==> src/rtl/scr_pkg.sv <==
package scr_pkg;

    typedef enum logic [1:0] {
        SPD_SINGLE = 2'b00,
        SPD_DOUBLE = 2'b01,
        SPD_QUAD   = 2'b10,
        SPD_RSVD   = 2'b11
    } speed_e;

    typedef enum logic [2:0] {
        PSC_DIV1   = 3'b000,
        PSC_DIV1P5 = 3'b001,
        PSC_DIV2   = 3'b010,
        PSC_DIV3   = 3'b011,
        PSC_DIV4   = 3'b100
    } psc_e;

    // number of prescale choices and of legal bit-clock counts
    localparam int unsigned NUM_PSC = 5;
    localparam int unsigned NUM_BIT = 4;

endpackage

==> src/rtl/scr_edge_sync.sv <==
// Synchronizer chain followed by a rising-edge detector.
module scr_edge_sync #(
    parameter int unsigned STAGES = 2
) (
    input  logic clk_i,
    input  logic rst_ni,
    input  logic async_i,
    output logic rise_o
);

    typedef struct packed {
        logic [STAGES-1:0] chain;
        logic              last;
    } sync_st_t;

    sync_st_t st_d, st_q;

    always_comb begin
        st_d       = st_q;
        st_d.chain = {st_q.chain[STAGES-2:0], async_i};
        st_d.last  = st_q.chain[STAGES-1];
    end

    always_ff @(posedge clk_i or negedge rst_ni) begin
        if (!rst_ni) begin
            st_q <= '0;
        end else begin
            st_q <= st_d;
        end
    end

    assign rise_o = st_q.chain[STAGES-1] & ~st_q.last;

endmodule

==> src/rtl/scr_period_meter.sv <==
// Counts master clocks and bit-clock edges per frame; also flags a missing frame clock.
module scr_period_meter #(
    parameter int unsigned CNT_W  = 12,
    parameter int unsigned SCNT_W = 8
) (
    input  logic              clk_i,
    input  logic              rst_ni,
    input  logic              frame_rise_i,
    input  logic              bit_rise_i,
    output logic              meas_valid_o,
    output logic [CNT_W-1:0]  mclk_cnt_o,
    output logic [SCNT_W-1:0] bit_cnt_o
);

    localparam logic [CNT_W-1:0]  CYC_MAX  = '1;
    localparam logic [CNT_W-1:0]  CYC_LAST = CYC_MAX - 1'b1;
    localparam logic [SCNT_W-1:0] BIT_MAX  = '1;

    typedef struct packed {
        logic              started;
        logic [CNT_W-1:0]  cyc;
        logic [SCNT_W-1:0] bits;
        logic              valid;
        logic [CNT_W-1:0]  m_cap;
        logic [SCNT_W-1:0] b_cap;
    } meter_st_t;

    meter_st_t st_d, st_q;
    logic [CNT_W-1:0]  cyc_next;
    logic [SCNT_W-1:0] bits_next;

    always_comb begin
        cyc_next  = (st_q.cyc == CYC_MAX) ? st_q.cyc : st_q.cyc + 1'b1;
        bits_next = st_q.bits;
        if (bit_rise_i && st_q.bits != BIT_MAX) begin
            bits_next = st_q.bits + 1'b1;
        end

        st_d       = st_q;
        st_d.valid = 1'b0;

        if (frame_rise_i) begin
            if (st_q.started) begin
                st_d.valid = 1'b1;
                st_d.m_cap = cyc_next;
                st_d.b_cap = bits_next;
            end
            st_d.started = 1'b1;
            st_d.cyc     = '0;
            st_d.bits    = '0;
        end else begin
            st_d.cyc  = cyc_next;
            st_d.bits = bits_next;
            if (st_q.started && st_q.cyc == CYC_LAST) begin
                // frame clock missing: report a saturated, illegal period
                st_d.valid   = 1'b1;
                st_d.m_cap   = CYC_MAX;
                st_d.b_cap   = bits_next;
                st_d.started = 1'b0;
            end
        end
    end

    always_ff @(posedge clk_i or negedge rst_ni) begin
        if (!rst_ni) begin
            st_q <= '0;
        end else begin
            st_q <= st_d;
        end
    end

    assign meas_valid_o = st_q.valid;
    assign mclk_cnt_o   = st_q.m_cap;
    assign bit_cnt_o    = st_q.b_cap;

endmodule

==> src/rtl/scr_ratio_judge.sv <==
// Combinational legality check and prescale selection.
module scr_ratio_judge
    import scr_pkg::*;
#(
    parameter int unsigned CNT_W      = 12,
    parameter int unsigned SCNT_W     = 8,
    parameter int unsigned BASE_RATIO = 256,
    parameter int unsigned BIT_UNIT   = 32
) (
    input  logic [1:0]        speed_i,
    input  logic [CNT_W-1:0]  mclk_cnt_i,
    input  logic [SCNT_W-1:0] bit_cnt_i,
    output logic              legal_o,
    output logic [2:0]        code_o
);

    localparam int unsigned TW = CNT_W + 4;
    localparam int unsigned BW = SCNT_W + 4;

    // prescale factors in half steps: 1, 1.5, 2, 3, 4
    function automatic logic [3:0] psc_half(input int unsigned k);
        case (k)
            0:       psc_half = 4'd2;
            1:       psc_half = 4'd3;
            2:       psc_half = 4'd4;
            3:       psc_half = 4'd6;
            default: psc_half = 4'd8;
        endcase
    endfunction

    // bit-clock multiples of BIT_UNIT in half steps: 1, 1.5, 2, 4
    function automatic logic [3:0] bit_half(input int unsigned k);
        case (k)
            0:       bit_half = 4'd2;
            1:       bit_half = 4'd3;
            2:       bit_half = 4'd4;
            default: bit_half = 4'd8;
        endcase
    endfunction

    logic [TW-1:0]      unit;
    logic [NUM_PSC-1:0] m_hit;
    logic [NUM_BIT-1:0] b_hit;
    logic               spd_ok;

    assign unit   = TW'(BASE_RATIO) >> speed_i;
    assign spd_ok = (speed_i != SPD_RSVD);

    for (genvar k = 0; k < NUM_PSC; k++) begin : g_psc
        logic [TW-1:0] tgt;
        assign tgt      = (unit * TW'(psc_half(k))) >> 1;
        assign m_hit[k] = ({4'b0000, mclk_cnt_i} == tgt);
    end

    for (genvar k = 0; k < NUM_BIT; k++) begin : g_bit
        logic [BW-1:0] tgt;
        logic          allowed;
        assign tgt      = (BW'(BIT_UNIT) * BW'(bit_half(k))) >> 1;
        assign allowed  = (k < NUM_BIT - 1) || (speed_i == SPD_SINGLE);
        assign b_hit[k] = ({4'b0000, bit_cnt_i} == tgt) && allowed;
    end

    always_comb begin
        code_o = PSC_DIV1;
        for (int k = NUM_PSC - 1; k >= 0; k--) begin
            if (m_hit[k]) begin
                code_o = 3'(k);
            end
        end
    end

    assign legal_o = spd_ok && (|m_hit) && (|b_hit);

endmodule

==> src/rtl/slv_clk_ratio_mon.sv <==
module slv_clk_ratio_mon
    import scr_pkg::*;
#(
    parameter int unsigned CNT_W       = 12,
    parameter int unsigned SCNT_W      = 8,
    parameter int unsigned SYNC_STAGES = 2,
    parameter int unsigned BASE_RATIO  = 256,
    parameter int unsigned BIT_UNIT    = 32
) (
    input  logic             clk_i,
    input  logic             rst_ni,
    input  logic             lrck_i,
    input  logic             sclk_i,
    input  logic [1:0]       speed_i,
    output logic [2:0]       prescale_o,
    output logic [CNT_W-1:0] ratio_o,
    output logic             lock_o,
    output logic             err_o
);

    localparam int unsigned NUM_IN = 2;
    localparam int unsigned IDX_FRAME = 0;
    localparam int unsigned IDX_BIT   = 1;

    logic [NUM_IN-1:0] raw_in;
    logic [NUM_IN-1:0] rise;

    assign raw_in[IDX_FRAME] = lrck_i;
    assign raw_in[IDX_BIT]   = sclk_i;

    for (genvar i = 0; i < NUM_IN; i++) begin : g_sync
        scr_edge_sync #(
            .STAGES (SYNC_STAGES)
        ) u_sync (
            .clk_i   (clk_i),
            .rst_ni  (rst_ni),
            .async_i (raw_in[i]),
            .rise_o  (rise[i])
        );
    end

    logic              meas_valid;
    logic [CNT_W-1:0]  meas_mclk;
    logic [SCNT_W-1:0] meas_bits;

    scr_period_meter #(
        .CNT_W  (CNT_W),
        .SCNT_W (SCNT_W)
    ) u_meter (
        .clk_i        (clk_i),
        .rst_ni       (rst_ni),
        .frame_rise_i (rise[IDX_FRAME]),
        .bit_rise_i   (rise[IDX_BIT]),
        .meas_valid_o (meas_valid),
        .mclk_cnt_o   (meas_mclk),
        .bit_cnt_o    (meas_bits)
    );

    logic       legal;
    logic [2:0] judged_code;

    scr_ratio_judge #(
        .CNT_W      (CNT_W),
        .SCNT_W     (SCNT_W),
        .BASE_RATIO (BASE_RATIO),
        .BIT_UNIT   (BIT_UNIT)
    ) u_judge (
        .speed_i    (speed_i),
        .mclk_cnt_i (meas_mclk),
        .bit_cnt_i  (meas_bits),
        .legal_o    (legal),
        .code_o     (judged_code)
    );

    typedef struct packed {
        logic              locked;
        logic              err;
        logic [2:0]        code;
        logic [CNT_W-1:0]  ratio;
        logic              prev_ok;
        logic [CNT_W-1:0]  prev_m;
        logic [SCNT_W-1:0] prev_b;
        logic [1:0]        prev_spd;
    } trk_st_t;

    trk_st_t st_d, st_q;
    logic    repeat_match;

    assign repeat_match = st_q.prev_ok
                       && (st_q.prev_m == meas_mclk)
                       && (st_q.prev_b == meas_bits)
                       && (st_q.prev_spd == speed_i);

    always_comb begin
        st_d = st_q;
        if (meas_valid) begin
            st_d.ratio = meas_mclk;
            if (!legal) begin
                st_d.locked  = 1'b0;
                st_d.err     = 1'b1;
                st_d.prev_ok = 1'b0;
            end else begin
                if (repeat_match) begin
                    st_d.locked = 1'b1;
                    st_d.err    = 1'b0;
                    st_d.code   = judged_code;
                end else begin
                    st_d.locked = 1'b0;
                    st_d.err    = st_q.prev_ok;
                end
                st_d.prev_ok  = 1'b1;
                st_d.prev_m   = meas_mclk;
                st_d.prev_b   = meas_bits;
                st_d.prev_spd = speed_i;
            end
        end
    end

    always_ff @(posedge clk_i or negedge rst_ni) begin
        if (!rst_ni) begin
            st_q <= '0;
        end else begin
            st_q <= st_d;
        end
    end

    assign prescale_o = st_q.code;
    assign ratio_o    = st_q.ratio;
    assign lock_o     = st_q.locked;
    assign err_o      = st_q.err;

endmodule

==> config.mk <==
export PLATFORM = sky130hd
export DESIGN_NAME = slv_clk_ratio_mon
export DESIGN_NICKNAME = d
export VERILOG_FILES = /design/src/rtl/scr_pkg.sv /design/src/rtl/scr_edge_sync.sv /design/src/rtl/scr_period_meter.sv /design/src/rtl/scr_ratio_judge.sv /design/src/rtl/slv_clk_ratio_mon.sv
export SDC_FILE = /design/constraint.sdc
export NUM_CORES = 1
export LEC_CHECK = 0
export ABC_CLOCK_PERIOD_IN_PS = 2600
export CORE_MARGIN = 8
export CORE_UTILIZATION = 60
export DETAILED_ROUTE_END_ITERATION = 16
export PLACE_DENSITY = 0.8
export SLEW_MARGIN = 15
export SYNTH_ARGS = -nofsm -noshare
export SYNTH_HDL_FRONTEND = slang
export SYNTH_SLANG_ARGS = --single-unit
==> constraint.sdc <==
create_clock -name clk_i -period 2.6 [get_ports clk_i]
set_input_delay 0.78 -clock clk_i [delete_from_list [all_inputs] [get_ports clk_i]]
set_output_delay 0.78 -clock clk_i [all_outputs]
set_load 0.01 [all_outputs]
==> results.sh <==
export IMPL_status="finished, violations left"
export IMPL_violations="setup timing"
export IMPL_vdd_drop_max_mv=0.498
export IMPL_synth_async_reset_ratio=1.00
export IMPL_rows=31
export IMPL_cp_max_fo=7
export IMPL_cts_tree="done"
export IMPL_hold_viol_final=0
export IMPL_die_y_um=101
export IMPL_drc=0
export IMPL_finalMaxSlewViolations=0
export IMPL_final_core_util=0.733
export IMPL_p_per_area_mw_per_mm2=608
export IMPL_root_buffer="clkbuf_8"
export IMPL_routed_via_count=3032
export IMPL_final_setup_viol_count=13
export IMPL_yosysMostFrequentCell="dfrtp_1"
export IMPL_grt_pass1_vias=2942
export IMPL_dieArea_mm2=0.0102
export IMPL_worst_slack_ns=-0.0938
export IMPL_rsz0062_at_grt="yes"
export IMPL_worstPathArrival_ns=2.94
export IMPL_fin_crit_sh=1.04
export IMPL_synth_cell_types=50
export IMPL_synth_top_area_share=0.505
export IMPL_p_leak_uw=0.00227
export IMPL_drive_above_1_share=0.241
export IMPL_initial_core_util=0.610
export IMPL_fin_setup_tns_ns=-1.04
export IMPL_syn_area_mm2=0.00436
export IMPL_synth_area_leaders="dfrtp_1 51%, xnor2_1 6.6%, xor2_1 5.0%, mux2_2 4.1%, nor2_1 3.6%"
export IMPL_syn_inst=399
export IMPL_syn_avg_cell_area_um2=10.9
export IMPL_gr_max_usage_layer="met2"
export IMPL_drt_iter0_drc=122
export IMPL_fin_area_mm2=0.00523
export IMPL_use_met3=0.0399
export IMPL_post_place_ws_ns=-1.02
export IMPL_endpoint_kind="flop"
export IMPL_clkSinkCount=88
export IMPL_wl_um=9350
export IMPL_yosys_most_used_dff="dfrtp_1"
export IMPL_ant_nets=0
export IMPL_dpl_hpwl_um=6460
export IMPL_cts_buffers=9
export IMPL_use_met2=0.302
export IMPL_n_antenna_cell=0
export IMPL_cp_start_kind="input pin"
export IMPL_placed_cell_area_mm2=0.00485
export IMPL_ctsHoldBuffers=0
export IMPL_nets=455
export IMPL_grt_pass1_wl_um=15100
export IMPL_cap_violations=0
export IMPL_synth_edff_count=0
export IMPL_synthesis_nets=415
export IMPL_yosysWarnings=0
export IMPL_ios=23
export IMPL_place_congestion=0.877
export IMPL_grt_usage=0.191
export IMPL_skew_ns=0.0110
export IMPL_port_buffers=22
export IMPL_worstSkewPairLatency_ns=0.36
export IMPL_hp_class="in2async"
export IMPL_grt_overflow=0
export IMPL_synth_seq_cells=88
export IMPL_clk_pin_slew_worst_paths_ns=0.09
export IMPL_slew_headroom=0.430
export IMPL_routed_via_density=5.58
export IMPL_wl_per_cell_um=17.2
export IMPL_layout_min_cycle_time_ns=2.69
export IMPL_die_x_um=101
export IMPL_post_synth_top_area_cell="dfrtp_1"
export IMPL_cts_max_path_buffers=2
export IMPL_path_class="in2reg"
export IMPL_placeableCoreArea_mm2=0.00714
export IMPL_grt_antenna_before_repair=0
export IMPL_yosysSeqAreaShare=0.505
export IMPL_grt_max_degree=40
export IMPL_synthTopCellsByCount="88 x dfrtp_1, 42 x nor2_1, 33 x xnor2_1"
export IMPL_fmax_ghz=0.371
export IMPL_cp_required_ns=2.85
export IMPL_grtUsageMet1=0.248
export IMPL_worstMarginPinSlew_ns=0.847
export IMPL_area_growth_pct=20.1
export IMPL_first_pass_iters=4
export IMPL_htreeDepth=3
-- kinds of logic (layout without fill, tap and decap cells) --
family / count (synthesis) / after routing / synth area share
adder cells (fa/ha/maj): 10 / 10 / 0.0287
AND/OR/NAND/NOR: 124 / 124 / 0.146
multiplexers: 25 / 25 / 0.0701
buffers and inverters: 44 / 88 / 0.0566
flip-flops: 88 / 88 / 0.505
AO/OA/AOI/OAI: 50 / 51 / 0.0761
XOR/XNOR: 58 / 58 / 0.117
-- cell type report --
type                            instances  area [µm²]
Clock buffer                           10         128
Clock inverter                          6        43.8
Fill cell                             533        1910
Inverter                               13        52.6
Multi-Input combinational cell        268        2150
Sequential cell                        88        2200
Tap cell                               99         124
Timing Repair Buffer                   59         527
-- worst max-delay path, stage by stage --
cell and delay, ns:
buf_8 0.08, clkinvlp_4 0.15, ha_4 0.22, buf_4 0.16
xor2_1 0.17, nor3_1 0.30, nand2_1 0.13, o211ai_1 0.26
buf_4 0.17, o21a_4 0.20, mux2_4 0.31
-- state kept, by name, summed over array words and instances (netlist names) --
register              cells
u_meter.meas_valid_o      1
err_o                     1
st_q                     23
ratio_o                  12
u_meter.st_q             21
prescale_o                3
lock_o                    1
u_meter.bit_cnt_o         8
g_sync.u_sync.st_d        4
g_sync.u_sync.st_q        2
u_meter.mclk_cnt_o       12
-- stage by stage --
| step | total power [µW] | hold slack (ns) | std cells |
|---|---|---|---|
| 3_3_place_gp | 2310 | 0.335 | 520 |
| 5_1_grt | 3340 | 0.372 | 543 |
| 4_1_cts | 3200 | 0.360 | 542 |
| 2_1_floorplan | 2120 | 0.331 | 399 |
| 3_5_place_dp | 2340 | 0.337 | 520 |
| 6_report | 3180 | 0.355 | 543 |
-- cell usage in the layout (no fill, tap or decap), types with 5 or more instances in the layout --
cell / n
o21ai_0: 12
a21oi_1: 12
nor2_1: 42
mux2_4: 11
xor2_1: 24
xnor2_1: 32
nand2_1: 20
nor4_1: 5
clkbuf_8: 9
inv_1: 11
mux2_2: 12
nand3_1: 10
buf_6: 5
nand4_1: 10
nor3_1: 6
buf_4: 32
ha_4: 7
nor2b_1: 11
clkdlybuf4s50_1: 19
clkinvlp_4: 5
dfrtp_1: 88
-- final timing paths --
check,startpoint,to,slack [ns],depth (start not counted)
setup / recovery,speed_i[0],st_q[1],-0.09,11
hold / removal,rst_ni,u_meter.mclk_cnt_o[11],0.35,1
setup reg to reg,u_meter.mclk_cnt_o[11],st_q[0],-0.01,6
hold reg to reg,g_sync[1].u_sync.st_d[2],g_sync[1].u_sync.st_d[0],0.36,0
max in group asynchronous,rst_ni,ratio_o[5],1.63,2
min in group clk_i,g_sync[1].u_sync.st_d[2],g_sync[1].u_sync.st_d[0],0.36,0
-- where the power goes --
| group | total, µW | internal [µW] | switching [µW] |
|---|---|---|---|
| Combinational | 671 | 355 | 316 |
| Clock | 839 | 348 | 491 |
| Sequential | 1670 | 1510 | 162 |
| Total | 3180 | 2210 | 969 |
-- routing by layer --
layer	up-vias	wire length (µm)
li1	1421	-
met1	1537	4280
met2	60	4530
met3	14	354
met4	0	194
met5	-	0
-- timing repair --
item,4_1_cts,5_1_grt
cloned,1,0
pin swaps,15,14
resized for setup,26,12
buffers inserted,5,4
setup endpoints to repair,28,26
endpoints found under the hold margin,0,0
Power figures use the tool's default switching activity.
